==> src/rtl/pwc_pkg.sv <==
package pwc_pkg;

    typedef enum logic [1:0] {
        S_IDLE = 2'd0,
        S_WAIT = 2'd1,
        S_MEAS = 2'd2
    } pwc_state_t;

    localparam logic [2:0] EM_HIGH = 3'd0;
    localparam logic [2:0] EM_RISE = 3'd1;
    localparam logic [2:0] EM_FALL = 3'd2;
    localparam logic [2:0] EM_ANY  = 3'd3;
    localparam logic [2:0] EM_LOW  = 3'd4;

endpackage

==> src/rtl/pwc_edge_sync.sv <==
module pwc_edge_sync #(
    parameter int STAGES = 2
) (
    input  logic clk,
    input  logic rst_n,
    input  logic din,
    output logic rise,
    output logic fall
);
    localparam int LAST = STAGES;

    logic [LAST:0] chain;

    always_ff @(posedge clk or negedge rst_n) begin
        if (!rst_n) chain <= '0;
        else        chain <= {chain[LAST-1:0], din};
    end

    // chain[LAST-1] is the settled level, chain[LAST] the level one cycle older
    always_comb begin
        rise = chain[LAST-1] & ~chain[LAST];
        fall = ~chain[LAST-1] & chain[LAST];
    end
endmodule

==> src/rtl/pwc_edge_sel.sv <==
module pwc_edge_sel
    import pwc_pkg::*;
(
    input  logic [2:0] mode,
    input  logic       rise,
    input  logic       fall,
    output logic       start_edge,
    output logic       end_edge,
    output logic       shared,
    output logic       mode_legal
);
    always_comb begin
        start_edge = 1'b0;
        end_edge   = 1'b0;
        shared     = 1'b0;
        mode_legal = 1'b1;
        unique case (mode)
            EM_HIGH: begin start_edge = rise;        end_edge = fall;        end
            EM_RISE: begin start_edge = rise;        end_edge = rise;        shared = 1'b1; end
            EM_FALL: begin start_edge = fall;        end_edge = fall;        shared = 1'b1; end
            EM_ANY:  begin start_edge = rise | fall; end_edge = rise | fall; shared = 1'b1; end
            EM_LOW:  begin start_edge = fall;        end_edge = rise;        end
            default: mode_legal = 1'b0;
        endcase
    end
endmodule

==> src/rtl/pwc_flags.sv <==
module pwc_flags (
    input  logic clk,
    input  logic rst_n,
    input  logic end_set,
    input  logic buf_wr,
    input  logic ovf_set,
    input  logic ovf_clr,
    input  logic rd,
    input  logic end_ie,
    input  logic ovf_ie,
    output logic end_flag,
    output logic ovf_flag,
    output logic err_flag,
    output logic end_irq,
    output logic ovf_irq
);
    always_ff @(posedge clk or negedge rst_n) begin
        if (!rst_n) begin
            end_flag <= 1'b0;
            ovf_flag <= 1'b0;
            err_flag <= 1'b0;
        end else begin
            if (end_set)  end_flag <= 1'b1;
            else if (rd)  end_flag <= 1'b0;

            if (buf_wr && end_flag && !rd) err_flag <= 1'b1;
            else if (rd)                   err_flag <= 1'b0;

            if (ovf_set)      ovf_flag <= 1'b1;
            else if (ovf_clr) ovf_flag <= 1'b0;
        end
    end

    always_comb begin
        end_irq = end_flag & end_ie;
        ovf_irq = ovf_flag & ovf_ie;
    end
endmodule

==> src/rtl/pwc_timer.sv <==
module pwc_timer
    import pwc_pkg::*;
#(
    parameter int W           = 16,
    parameter int SYNC_STAGES = 2
) (
    input  logic         clk,
    input  logic         rst_n,
    input  logic         pulse_in,
    input  logic         start_strobe,
    input  logic         stop_strobe,
    input  logic [2:0]   edge_mode,
    input  logic         continuous,
    input  logic         tick_en,
    input  logic         rd_strobe,
    input  logic         end_ie,
    input  logic         ovf_ie,
    output logic [W-1:0] result,
    output logic         end_flag,
    output logic         ovf_flag,
    output logic         err_flag,
    output logic         end_irq,
    output logic         ovf_irq
);
    localparam logic [W-1:0] CNT_MAX = '1;
    localparam logic [W-1:0] CNT_ONE = W'(1);

    logic       rise, fall;
    logic       start_edge, end_edge, shared, mode_legal;
    pwc_state_t state_q, state_d;
    logic [W-1:0] cnt_q, cnt_d, buf_q;
    logic       end_set, buf_wr, ovf_set;

    pwc_edge_sync #(.STAGES(SYNC_STAGES)) u_sync (
        .clk (clk),
        .rst_n(rst_n),
        .din (pulse_in),
        .rise(rise),
        .fall(fall)
    );

    pwc_edge_sel u_sel (
        .mode      (edge_mode),
        .rise      (rise),
        .fall      (fall),
        .start_edge(start_edge),
        .end_edge  (end_edge),
        .shared    (shared),
        .mode_legal(mode_legal)
    );

    // next-state and counter decisions
    always_comb begin
        state_d = state_q;
        cnt_d   = cnt_q;
        end_set = 1'b0;
        buf_wr  = 1'b0;
        ovf_set = 1'b0;
        if (stop_strobe) begin
            state_d = S_IDLE;
        end else begin
            unique case (state_q)
                S_IDLE: begin
                    if (start_strobe) begin
                        state_d = S_WAIT;
                        cnt_d   = '0;
                    end
                end
                S_WAIT: begin
                    if (start_edge) begin
                        state_d = S_MEAS;
                        cnt_d   = CNT_ONE;
                    end else if (start_strobe) begin
                        cnt_d = '0;
                    end
                end
                S_MEAS: begin
                    if (end_edge) begin
                        end_set = 1'b1;
                        buf_wr  = continuous;
                        if (start_strobe) begin
                            state_d = S_WAIT;
                            cnt_d   = '0;
                        end else if (continuous && shared) begin
                            cnt_d = CNT_ONE;
                        end else if (continuous) begin
                            state_d = S_WAIT;
                        end else begin
                            state_d = S_IDLE;
                        end
                    end else if (start_strobe) begin
                        state_d = S_WAIT;
                        cnt_d   = '0;
                    end else if (tick_en) begin
                        if (cnt_q == CNT_MAX) begin
                            ovf_set = 1'b1;
                            cnt_d   = '0;
                            if (!continuous) state_d = S_IDLE;
                        end else begin
                            cnt_d = cnt_q + CNT_ONE;
                        end
                    end
                end
                default: state_d = S_IDLE;
            endcase
        end
    end

    // state register
    always_ff @(posedge clk or negedge rst_n) begin
        if (!rst_n) state_q <= S_IDLE;
        else        state_q <= state_d;
    end

    // datapath registers
    always_ff @(posedge clk or negedge rst_n) begin
        if (!rst_n) begin
            cnt_q <= '0;
            buf_q <= '0;
        end else begin
            cnt_q <= cnt_d;
            if (buf_wr) buf_q <= cnt_q;
        end
    end

    always_comb result = continuous ? buf_q : cnt_q;

    pwc_flags u_flags (
        .clk     (clk),
        .rst_n   (rst_n),
        .end_set (end_set),
        .buf_wr  (buf_wr),
        .ovf_set (ovf_set),
        .ovf_clr (start_strobe & ~stop_strobe),
        .rd      (rd_strobe),
        .end_ie  (end_ie),
        .ovf_ie  (ovf_ie),
        .end_flag(end_flag),
        .ovf_flag(ovf_flag),
        .err_flag(err_flag),
        .end_irq (end_irq),
        .ovf_irq (ovf_irq)
    );
endmodule

==> config.mk <==
export PLATFORM = sky130hd
export DESIGN_NAME = pwc_timer
export DESIGN_NICKNAME = d
export VERILOG_FILES = /design/src/rtl/pwc_pkg.sv /design/src/rtl/pwc_edge_sync.sv /design/src/rtl/pwc_edge_sel.sv /design/src/rtl/pwc_flags.sv /design/src/rtl/pwc_timer.sv
export SDC_FILE = /design/constraint.sdc
export NUM_CORES = 1
export LEC_CHECK = 0
export BUFFER_PORTS_ARGS = -buffer_cell sky130_fd_sc_hd__clkbuf_2
export CORE_AREA = 2 2 70 72
export DETAILED_ROUTE_END_ITERATION = 8
export DIE_AREA = 0 0 72 74
export GPL_TIMING_DRIVEN = 0
export PLACE_DENSITY = 0.72
export SLEW_MARGIN = 20
export SYNTH_ARGS = -nofsm -noshare
export SYNTH_HDL_FRONTEND = slang
export SYNTH_HIERARCHICAL = 1
export SYNTH_SLANG_ARGS = --single-unit
==> constraint.sdc <==
create_clock -name clk -period 2.9 [get_ports clk]
set_input_delay 0 -clock clk [delete_from_list [all_inputs] [get_ports clk]]
set_output_delay 0 -clock clk [all_outputs]
set_load 0.02 [all_outputs]
==> qor.txt <==
Antenna-violating nets left -> 0
Status -> completed
Net Switching -> 0.353 mW
Combinational Power Share -> 0.208
CTS Buf Count -> 5
Num ports -> 34
Via Count -> 1881
Antenna Cells -> 0
Clock root cell -> clkbuf_8
Vias in the first global route -> 1712
Peak VDD IR -> 0.293 mV
Clock buffer depth -> 2
Fmax -> 369 MHz
Chip width -> 72 µm
Req. time, crit path -> 3.07 ns
Commonest non-fill, non-tap cells in the layout -> 40 x dfrtp_1, 31 x clkbuf_2, 24 x mux2_2, 20 x nand2_1, 16 x a21oi_1
Share of cells above drive strength 1 -> 0.282
Nets -> 296
Unrepaired setup endpoints after global routing -> false
Synthesized area per cell -> 9.92 µm²
Period minus WS final -> 2.71 ns
CP Data Arrival Time -> 2.89 ns
Initial antenna violation count -> 0
WL per Instance -> 13.8 µm
Crit share post-route -> 0.935
Clk network pwr share -> 0.305
Pwr per Cell Area -> 457 nW/µm²
Syn Std Cell Area -> 2310 µm²
TritonCTS Sinks -> 40
Most common cell after layout, fill and taps aside -> dfrtp_1
Post-Synthesis Cells -> 233
Starting Density -> 0.503
Max-cap violations -> 0
Worst setup path class -> flop to flop
Postcts setup bufs -> 0
Slew at the pin with the worst max-slew slack -> 0.879 ns
Int Power -> 0.874 mW
Fin. Hold Viols -> 0
Pleak -> 1.27 nW
Post-DP HPWL -> 3.33 mm
YS warnings -> 6
GR Util All Layers -> 0.187
DR iter-0 viols -> 125
Final Skew -> 0.00302 ns
Pin count of the biggest net entering global routing -> 41
CTS clock-pin slew for the worst setup and hold paths -> 0.07 ns
Net switching fraction of the power -> 0.288
# port buffers -> 32
Hold Crit Class -> input pin to flop
Drt pass-1 iters -> 4
Setup crit end kind -> flop
Die area -> 5330 µm²
Die H -> 74 µm
Area growth, synth to finish -> 16.1%
Routed wire length -> 4.56 mm
CTS tree -> built
Startpoint types -> flop
Syn Nets -> 253
Final setup violation count -> 0
Worst-Skew Late Latency -> 0.30 ns
Fin Setup TNS -> 0 ns
Worst slew margin -> 0.414
Sequential Power Share -> 0.487
Critical Path Fanout Max -> 10
Global-route wire length before repair -> 7.71 mm
Total power -> 1.23 mW
CORE AREA -> 4600 µm²
GR Overflow Total -> 0
Final GP Congestion -> 0.861
H-tree depth -> 2
Via density -> 5.68
Pins Over Slew Limit -> 0
Row count -> 25
Drc violations -> 0
[repair_timing]
action / CTS / global route
hold endpoints to repair: 45 / 0
hold buffers: 4 / 0
resized for setup: 0 / 2
setup endpoints to repair: 0 / 10
[power by group through the flow]
stage | Combinational, mW | Clock (mW) | Sequential, mW
floorplan | 0.178 | 0 | 0.604
finish | 0.256 | 0.374 | 0.598
global route | 0.288 | 0.406 | 0.601
detailed placement | 0.244 | 0 | 0.608
global placement | 0.238 | 0 | 0.608
CTS | 0.248 | 0.387 | 0.597
[path summary, 6_finish.rpt]
path	start	end	slack, ns	cells past startpoint
max in group asynchronous	rst_n	buf_q[4]	1.99	2
worst max-delay path	u_sync/chain[1]	cnt_q[10]	0.19	10
min in group asynchronous	rst_n	u_sync/chain[2]	0.36	2
worst max register to register	u_sync/chain[1]	cnt_q[10]	0.19	10
worst min register to register	u_sync/chain[0]	u_sync/chain[1]	0.36	0
worst min-delay path	continuous	buf_q[15]	0.14	3
[worst max-delay path: stages, from the launching register on]
cell       delay (ns)
dfrtp_1          0.38
and2b_2          0.23
or3b_1           0.34
o211ai_1         0.09
buf_2            0.21
nand3_1          0.15
a311oi_4         0.40
o21ai_2          0.19
clkbuf_1         0.27
a2bb2oi_1        0.22
o41ai_1          0.10
[area by class of cell]
type                    instances  area [µm²]
plain buffers                  11        51.3
clock buffers                   8        90.1
fillers                       427        1910
inverters                      10        37.5
multi-input cells             172        1240
flip-flops and latches         40        1000
well taps                      54        67.6
repair buffers                 36         200
[sequential cells by signal (all words and copies together) (netlist names)]
signal	cells
state_q	2
u_flags/err_flag	1
buf_q	16
u_flags/end_flag	1
cnt_q	16
u_sync/chain	3
u_flags/ovf_flag	1
[stage by stage]
| stage | utilization | hold WS [ns] | instance area [µm²] | instances | worst slack (ns) |
|---|---|---|---|---|---|
| after global routing | 0.584 | 0.170 | 2690 | 331 | 0.0397 |
| after CTS | 0.581 | 0.146 | 2670 | 331 | 0.0761 |
| after global placement | 0.552 | 0.109 | 2540 | 319 | 0.131 |
| after detailed placement | 0.552 | 0.110 | 2540 | 319 | 0.0996 |
| after floorplan | - | -0.296 | 2310 | 233 | 0.493 |
| final | 0.584 | 0.140 | 2690 | 331 | 0.187 |
[per-layer routing]
metal / part of all wire / GRT usage / vias to the layer above
met5: 0 / 0 / -
met4: 0.018 / 0.0755 / 0
met3: 0.047 / 0.0325 / 7
met2: 0.44 / 0.290 / 47
met1: 0.49 / 0.264 / 890
li1: - / - / 937
Note: power is estimated with default switching activity, not from simulation.
